## src/rtl/rtc_alarm_pkg.sv

```systemverilog
package rtc_alarm_pkg;
  localparam int unsigned NUM_FIELDS  = 4;
  localparam int unsigned FLD_SEC     = 0;
  localparam int unsigned FLD_MIN     = 1;
  localparam int unsigned FLD_HOUR    = 2;
  localparam int unsigned FLD_DATE    = 3;
  // Bit positions inside the flags register (read and write)
  localparam int unsigned RD_AF_BIT   = 0;
  localparam int unsigned RD_AE_BIT   = 1;
  localparam int unsigned RD_ABE_BIT  = 2;
endpackage

```

## src/rtl/rtc_alarm_match.sv

```systemverilog
module rtc_alarm_match
  import rtc_alarm_pkg::*;
#(
  parameter int unsigned FIELD_W = 8,
  localparam int unsigned TIME_W = NUM_FIELDS * FIELD_W
) (
  input  logic [TIME_W-1:0]     cur_time,
  input  logic [TIME_W-1:0]     alm_time,
  input  logic [NUM_FIELDS-1:0] mask,
  output logic                  match
);
  logic [NUM_FIELDS-1:0] cmp_en;
  logic [NUM_FIELDS-1:0] fld_ok;

  // A field is compared when any mask bit at its position or above is 0
  for (genvar k = 0; k < NUM_FIELDS; k++) begin : g_field
    assign cmp_en[k] = |(~mask[NUM_FIELDS-1:k]);
    assign fld_ok[k] = ~cmp_en[k] |
                       (cur_time[k*FIELD_W +: FIELD_W] == alm_time[k*FIELD_W +: FIELD_W]);
  end

  assign match = &fld_ok;

  always_comb begin
    if (mask == {NUM_FIELDS{1'b1}}) begin
      a_r2_all_masked: assert (match);
    end
  end
endmodule

```

## src/rtl/rtc_alarm_bus.sv

```systemverilog
module rtc_alarm_bus #(
  parameter int unsigned ADDR_W = 13,
  parameter int unsigned DATA_W = 8,
  parameter logic [ADDR_W-1:0] FLAG_ADDR = 13'h1FF0
) (
  input  logic              clk,
  input  logic              rst_n,
  input  logic              bus_off,
  input  logic              ce_n,
  input  logic              oe_n,
  input  logic              we_n,
  input  logic [ADDR_W-1:0] addr,
  input  logic [DATA_W-1:0] wdata,
  output logic              acc,
  output logic              acc_rd,
  output logic              acc_end,
  output logic              wr_commit,
  output logic [DATA_W-1:0] wr_data
);
  logic              acc_q,    acc_d;
  logic              wseen_q,  wseen_d;
  logic [DATA_W-1:0] wdat_q,   wdat_d;
  logic              wr_now;

  always_comb begin
    acc     = !bus_off && !ce_n && (addr == FLAG_ADDR) && (!oe_n || !we_n);
    acc_rd  = acc && !oe_n;
    wr_now  = acc && !we_n;
    acc_end = acc_q && !acc;
    acc_d   = acc;
    wseen_d = wr_now ? 1'b1 : (acc_end ? 1'b0 : wseen_q);
    wdat_d  = wr_now ? wdata : wdat_q;
  end

  always_ff @(posedge clk or negedge rst_n) begin
    if (!rst_n) begin
      acc_q   <= 1'b0;
      wseen_q <= 1'b0;
      wdat_q  <= '0;
    end else begin
      acc_q   <= acc_d;
      wseen_q <= wseen_d;
      wdat_q  <= wdat_d;
    end
  end

  assign wr_commit = acc_end && wseen_q;
  assign wr_data   = wdat_q;
endmodule

```

## src/rtl/rtc_alarm_flags.sv

```systemverilog
module rtc_alarm_flags
  import rtc_alarm_pkg::*;
#(
  parameter int unsigned DATA_W = 8
) (
  input  logic              clk,
  input  logic              rst_n,
  input  logic              tick,
  input  logic              match,
  input  logic              batt_mode,
  input  logic              pwr_up,
  input  logic              acc,
  input  logic              acc_end,
  input  logic              wr_commit,
  input  logic [DATA_W-1:0] wr_data,
  output logic              af,
  output logic              ae,
  output logic              abe,
  output logic              irq_act
);
  logic af_q,  af_d;
  logic ae_q,  ae_d;
  logic abe_q, abe_d;
  logic irq_q, irq_d;
  logic hit, gate;

  always_comb begin
    hit   = tick && match;
    gate  = !pwr_up && ae_q && (!batt_mode || abe_q);
    af_d  = hit ? 1'b1 : (acc_end ? 1'b0 : af_q);
    ae_d  = pwr_up ? 1'b0 : (wr_commit ? wr_data[RD_AE_BIT]  : ae_q);
    abe_d = pwr_up ? 1'b0 : (wr_commit ? wr_data[RD_ABE_BIT] : abe_q);
    if (hit && gate)                 irq_d = 1'b1;
    else if (acc || acc_end || !gate) irq_d = 1'b0;
    else                             irq_d = irq_q;
  end

  always_ff @(posedge clk or negedge rst_n) begin
    if (!rst_n) begin
      af_q  <= 1'b0;
      ae_q  <= 1'b0;
      abe_q <= 1'b0;
      irq_q <= 1'b0;
    end else begin
      af_q  <= af_d;
      ae_q  <= ae_d;
      abe_q <= abe_d;
      irq_q <= irq_d;
    end
  end

  assign af      = af_q;
  assign ae      = ae_q;
  assign abe     = abe_q;
  assign irq_act = irq_q;

  a_r4_af_sticky: assert property (@(posedge clk) disable iff (!rst_n)
    af_q && !acc_end |=> af_q);
  a_r5_irq_implies_af: assert property (@(posedge clk) disable iff (!rst_n)
    irq_q |-> af_q);
  a_r6_release_on_access: assert property (@(posedge clk) disable iff (!rst_n)
    acc && !(hit && gate) |=> !irq_q);
  a_r7_clear_at_end: assert property (@(posedge clk) disable iff (!rst_n)
    acc_end && !hit |=> !af_q);
  a_r9_battery_gate: assert property (@(posedge clk) disable iff (!rst_n)
    batt_mode && !abe_q |=> !irq_q);
  a_r10_pwrup_clears: assert property (@(posedge clk) disable iff (!rst_n)
    pwr_up |=> !ae_q && !abe_q && !irq_q);
endmodule

```

## src/rtl/rtc_alarm_irq.sv

```systemverilog
module rtc_alarm_irq
  import rtc_alarm_pkg::*;
#(
  parameter int unsigned FIELD_W = 8,
  parameter int unsigned ADDR_W  = 13,
  parameter int unsigned DATA_W  = 8,
  parameter logic [ADDR_W-1:0] FLAG_ADDR = 13'h1FF0
) (
  input  logic               clk,
  input  logic               rst_n,
  input  logic               tick,
  input  logic [FIELD_W-1:0] cur_sec,
  input  logic [FIELD_W-1:0] cur_min,
  input  logic [FIELD_W-1:0] cur_hour,
  input  logic [FIELD_W-1:0] cur_date,
  input  logic [FIELD_W-1:0] alm_sec,
  input  logic [FIELD_W-1:0] alm_min,
  input  logic [FIELD_W-1:0] alm_hour,
  input  logic [FIELD_W-1:0] alm_date,
  input  logic [NUM_FIELDS-1:0] alm_mask,
  input  logic               batt_mode,
  input  logic               pwr_up,
  input  logic               ce_n,
  input  logic               oe_n,
  input  logic               we_n,
  input  logic [ADDR_W-1:0]  addr,
  input  logic [DATA_W-1:0]  wdata,
  output logic [DATA_W-1:0]  rdata,
  output logic               irq_n
);
  localparam int unsigned TIME_W = NUM_FIELDS * FIELD_W;

  logic [1:0]        rst_sync_q;
  logic              rst_int_n;
  logic [TIME_W-1:0] cur_time, alm_time;
  logic              match;
  logic              acc, acc_rd, acc_end, wr_commit;
  logic [DATA_W-1:0] wr_data;
  logic              af, ae, abe, irq_act;

  // Reset asserts at once, releases after two clock edges
  always_ff @(posedge clk or negedge rst_n) begin
    if (!rst_n) rst_sync_q <= 2'b00;
    else        rst_sync_q <= {rst_sync_q[0], 1'b1};
  end
  assign rst_int_n = rst_sync_q[1];

  assign cur_time = {cur_date, cur_hour, cur_min, cur_sec};
  assign alm_time = {alm_date, alm_hour, alm_min, alm_sec};

  rtc_alarm_match #(.FIELD_W(FIELD_W)) u_match (
    .cur_time (cur_time),
    .alm_time (alm_time),
    .mask     (alm_mask),
    .match    (match)
  );

  rtc_alarm_bus #(.ADDR_W(ADDR_W), .DATA_W(DATA_W), .FLAG_ADDR(FLAG_ADDR)) u_bus (
    .clk       (clk),
    .rst_n     (rst_int_n),
    .bus_off   (batt_mode),
    .ce_n      (ce_n),
    .oe_n      (oe_n),
    .we_n      (we_n),
    .addr      (addr),
    .wdata     (wdata),
    .acc       (acc),
    .acc_rd    (acc_rd),
    .acc_end   (acc_end),
    .wr_commit (wr_commit),
    .wr_data   (wr_data)
  );

  rtc_alarm_flags #(.DATA_W(DATA_W)) u_flags (
    .clk       (clk),
    .rst_n     (rst_int_n),
    .tick      (tick),
    .match     (match),
    .batt_mode (batt_mode),
    .pwr_up    (pwr_up),
    .acc       (acc),
    .acc_end   (acc_end),
    .wr_commit (wr_commit),
    .wr_data   (wr_data),
    .af        (af),
    .ae        (ae),
    .abe       (abe),
    .irq_act   (irq_act)
  );

  always_comb begin
    rdata = '0;
    if (acc_rd) begin
      rdata[RD_AF_BIT]  = af;
      rdata[RD_AE_BIT]  = ae;
      rdata[RD_ABE_BIT] = abe;
    end
  end

  assign irq_n = ~irq_act;
endmodule

```

## config.mk

```make
export PLATFORM = sky130hd
export DESIGN_NAME = rtc_alarm_irq
export DESIGN_NICKNAME = d
export VERILOG_FILES = /design/src/rtl/rtc_alarm_pkg.sv /design/src/rtl/rtc_alarm_match.sv /design/src/rtl/rtc_alarm_bus.sv /design/src/rtl/rtc_alarm_flags.sv /design/src/rtl/rtc_alarm_irq.sv
export SDC_FILE = /design/constraint.sdc
export NUM_CORES = 1
export LEC_CHECK = 0
export BUFFER_PORTS_ARGS = -buffer_cell sky130_fd_sc_hd__buf_2
export CORE_MARGIN = 10
export CORE_UTILIZATION = 37
export CTS_BUF_LIST = sky130_fd_sc_hd__clkbuf_8 sky130_fd_sc_hd__clkbuf_16
export DETAILED_ROUTE_END_ITERATION = 12
export GPL_TIMING_DRIVEN = 1
export PLACE_DENSITY = 0.81
export SYNTH_ARGS = -nofsm -noshare
export SYNTH_HDL_FRONTEND = slang
export SYNTH_HIERARCHICAL = 1
export SYNTH_SLANG_ARGS = --single-unit
export TNS_END_PERCENT = 100
```

## constraint.sdc

```tcl
create_clock -name clk -period 1.3 [get_ports clk]
set_clock_uncertainty 0.1 [all_clocks]
set_input_delay 0.13 -clock clk [delete_from_list [all_inputs] [get_ports clk]]
set_output_delay 0.13 -clock clk [all_outputs]
set_load 0.05 [all_outputs]
```

[Word level (Yosys, flattened, before mapping)]
Index checks and enable logic that the tools add are counted.
Storage, ports and cells
  bits in registers: 11
  bits of input ports: 97
  output and inout port bits: 9
  word-level logic and storage cells: 64
Operators by class
  equal/unequal tests: 5
  mux-type cells: 10
  bitwise operators: 11
  reductions and logical operators: 30
Operators with widths (number)
  8-bit == test: 4
  13-bit == test, second input constant: 1
  1-bit logical AND: 11
  1-bit two-way mux: 9
  2-bit nonzero test: 4
  1-bit logical NOT: 7
  1-bit logical OR: 4
  1-bit inverter: 4
  4-bit inverter: 1
  1-bit bitwise OR: 4
  4-bit AND reduction: 1
  4-bit OR reduction: 1
  3-bit two-way mux: 1
  3-bit inverter: 1
  3-bit OR reduction: 1
  2-bit inverter: 1
  2-bit OR reduction: 1

[Depth between registers and ports, before layout]
  depth after elaboration: 10
  mapped depth: 7
  gate-level depth less buffers: 7

[Cells and area by module]
Netlist, hierarchy kept.
By module, submodules not included
  rtc_alarm_bus: instances 1, cells each 31, area each 460.4 um^2, seq. area each 250.2 um^2
  rtc_alarm_match: instances 1, cells each 46, area each 375.4 um^2, seq. area each 0.0 um^2
  rtc_alarm_flags: instances 1, cells each 15, area each 173.9 um^2, seq. area each 100.1 um^2
  rtc_alarm_irq: instances 1, cells each 13, area each 117.6 um^2, seq. area each 50.0 um^2

[Least setup slack after synthesis]
OpenSTA, ideal clock, no wires.
  kind: input -> register
  from: input ce_n
  to: register u_flags.irq_q (netlist: u_flags/irq_act)
  library setup time: 0.111 ns
  data arrival time: 1.594 ns
  required time: 1.089 ns
  path slack: -0.505 ns
  stages on the path: 6
  buffers on the path: 0
  cell sequence: nor4b_4 -> nand4_1 -> a21o_1 -> and2_1 -> or3b_1 -> a2111oi_2
On the way
  word-level cells in the longest chain between the ends: 9
Ends and longest elaborated chain
  from (decl): line rtc_alarm_irq.sv:23  | input logic ce_n,
  1-bit logical NOT: line rtc_alarm_bus.sv:26  | acc = !bus_off && !ce_n && (addr == FLAG_ADDR) && (!oe_n || !we_n);
  1-bit logical AND (3 in a row): line rtc_alarm_bus.sv:26
  1-bit logical NOT: line rtc_alarm_bus.sv:29  | acc_end = acc_q && !acc;
  1-bit logical AND: line rtc_alarm_bus.sv:29
  net acc_end: line rtc_alarm_irq.sv:37  | logic acc, acc_rd, acc_end, wr_commit;
  1-bit logical OR (2 in a row): line rtc_alarm_flags.sv:34  | else if (acc || acc_end || !gate) irq_d = 1'b0;
  2-bit nonzero test (no line)
  to (signal assigned): line rtc_alarm_flags.sv:48  | irq_q <= irq_d;
  to (decl): line rtc_alarm_flags.sv:24  | logic irq_q, irq_d;
The timed path passes the listed nets, and every way through them passes these cells.
A chain may end at the register's enable or synchronous reset.

[Worst setup path in the final report]
  from: input addr[3]
  to: register u_flags.irq_q (netlist: u_flags/irq_act)
On the way
  word-level cells in the longest chain between the ends: 8
Ends and longest elaborated chain
  from (decl): line rtc_alarm_irq.sv:26  | input logic [ADDR_W-1:0] addr,
  13-bit == test: line rtc_alarm_bus.sv:26
  1-bit logical AND (2 in a row): line rtc_alarm_bus.sv:26
  1-bit logical NOT: line rtc_alarm_bus.sv:29
  1-bit logical AND: line rtc_alarm_bus.sv:29
  net acc_end: line rtc_alarm_irq.sv:37
  1-bit logical OR (2 in a row): line rtc_alarm_flags.sv:34
  2-bit nonzero test (no line)
The timed path passes the listed nets, and every way through them passes these cells.

==> impl_metrics.env <==
export IMPL_run_status="finished, violations left"
export IMPL_violations="setup timing"
export IMPL_grt_usage_pct=15.4
export IMPL_grt_busiest_layer="met2"
export IMPL_crit_type="input port to flip-flop"
export IMPL_reg2reg_slack_ns=-0.12
export IMPL_synthToLayoutAreaGrowth_pct=79.1
export IMPL_hold_violations=0
export IMPL_worstRegToRegCells=3
export IMPL_gr_usage_met2_pct=28.1
export IMPL_maxCapViolations=0
export IMPL_grt_max_degree=9
export IMPL_worstReg2RegEnd="u_flags/irq_act$_DFFE_PN0P_"
export IMPL_clockBufferDepth=2
export IMPL_routedWlPerCell_um=18.1
export IMPL_grt_use_met3_pct=7.13
export IMPL_vias=1102
export IMPL_stdcell_area_um2=1630
export IMPL_grt_pass1_vias=1208
export IMPL_grt_pass1_wl_mm=6.13
export IMPL_htreeDepth=1
export IMPL_die_h_um=69.6
export IMPL_synth_area_um2=910
export IMPL_drt_total_wl_mm=4.10
export IMPL_fin_util_pct=71.6
export IMPL_gr_usage_met1_pct=15.8
export IMPL_rsz0062_at_grt="yes"
export IMPL_cp_data_arrival_time_ns=1.65
export IMPL_place_congestion=0.903
export IMPL_placed_cell_area_um2=1450
export IMPL_hold_path_class="input port to flip-flop"
export IMPL_layout_min_cycle_time_ns=1.62
export IMPL_drtPass1Iterations=4
export IMPL_n_fill_cell=180
export IMPL_critPathCapture="u_flags/irq_act$_DFFE_PN0P_"
export IMPL_maxSlewViolCount=0
export IMPL_start_util_pct=40.0
export IMPL_nNetsFinal=297
export IMPL_root_buffer="clkbuf_8"
export IMPL_ioPinCount=106
export IMPL_cts_tree="built"
export IMPL_die_w_um=69.6
export IMPL_power_density_nw_per_um2=634
export IMPL_period_share_pct=125
export IMPL_vias_per_cell=4.85
export IMPL_numClockSinks=10
export IMPL_route_detailed_drc=0
export IMPL_antenna_found_initial=1
export IMPL_avgSynthCellArea_um2=9.78
export IMPL_required_ns=1.33
export IMPL_diodes=0
export IMPL_worstSetupStartpointType="input port"
export IMPL_critPathMaxFanout=2
export IMPL_drive_above_1_share_pct=61.8
export IMPL_cts_buffers_inserted=3
export IMPL_crit_path_start="addr[3]"
export IMPL_drtAntennaViolNets=0
export IMPL_yosysWarningCount=6
export IMPL_path_clk_slew_ns=0.05
export IMPL_clk_insertion_delay_late_ns=0.24
export IMPL_dpl_hpwl_mm=3.53
export IMPL_first_iter_violations=61
export IMPL_grt_overflow=0
export IMPL_portBuffers=94
export IMPL_die_area_um2=4840
export IMPL_synth_cells=93
export IMPL_finalSetupViolations=7
export IMPL_p_leak_nw=0.868
export IMPL_finalWorstSetupSlack_ns=-0.324
export IMPL_worstReg2RegStart="u_bus/acc_q$_DFF_PN0_"
export IMPL_max_freq_mhz=616
export IMPL_rows=17
export IMPL_ir_worst_vdd_mv=0.632
export IMPL_core_area_um2=2280
export IMPL_endpoint_kind="flip-flop"
-- registers in the layout, summed over array words and instances, names as in the netlist --
name             count
rst_sync_q           2
u_bus/wr_data        2
u_bus/acc_q          1
u_bus/wseen_q        1
u_flags/abe          1
u_flags/ae           1
u_flags/af           1
u_flags/irq_act      1
-- power breakdown --
part           switching [mW]  internal (mW)
sequential            0.00547          0.315
clock                   0.128          0.267
combinational           0.152          0.165
total                   0.285          0.747
-- critical path, cell delays in order --
cell       delay (ns)
buf_6            0.10
nor4b_4          0.28
nand4_1          0.16
a21o_1           0.19
and2_1           0.14
or3b_4           0.38
a2111oi_4        0.28
-- what timing repair did --
| item | CTS | global route |
|---|---|---|
| pin swaps | 7 | 3 |
| endpoints found under the hold margin | 2 | 0 |
| hold buffers | 1 | 0 |
| resized for setup | 23 | 3 |
| buffers inserted | 2 | 0 |
| setup endpoints to repair | 5 | 9 |
-- layout make-up --
type	count	area (um^2)	share of cell area [%]
inverters	4	15.0	0.922
well taps	28	35.0	2.15
clock buffers	4	55.1	3.38
repair buffers	103	589	36.2
multi-input cells	78	684	42.0
flip-flops and latches	10	250	15.4
-- routing by layer --
metal  wire, um  vias up
met5          7        -
met4         15        2
met3        477        4
met2       2150       67
met1       1460      502
li1           -      527
-- worst min path at each step --
stage	start	endpoint	slack [ns]	depth (start not counted)
after detailed placement	rst_n	rst_sync_q[0]$_DFF_PN0_	-0.18	1
after floorplan	rst_n	rst_sync_q[0]$_DFF_PN0_	-0.27	0
final	pwr_up	u_flags/abe$_DFFE_PN0P_	0.02	2
after global placement	rst_n	rst_sync_q[0]$_DFF_PN0_	-0.18	1
after CTS	pwr_up	u_flags/irq_act$_DFFE_PN0P_	0.01	2
after global routing	pwr_up	u_flags/irq_act$_DFFE_PN0P_	0.01	2
-- through the flow --
stage                     hold slack, ns  total power [mW]  TNS [ns]  setup slack (ns)  cells
after CTS                         0.0134              1.04    -0.949            -0.316    228
after detailed placement          -0.184             0.618     -2.89            -0.631    221
after floorplan                   -0.266             0.452    -0.577            -0.417     97
final                             0.0152              1.03     -1.02            -0.324    227
after global placement            -0.185             0.606     -2.58            -0.566    221
after global routing              0.0130              1.09     -1.63            -0.441    227
-- cell usage in the layout, fill, tap and decap left out, drive strengths merged, types with 2 or more instances in the layout --
master	instances
a21oi	2
nor2	4
xor2	32
mux2i	2
nand4	3
mux2	2
conb	6
inv	4
and2	4
buf	102
nor4	8
dfrtp	10
clkbuf	4
Power figures use the tool's default switching activity.
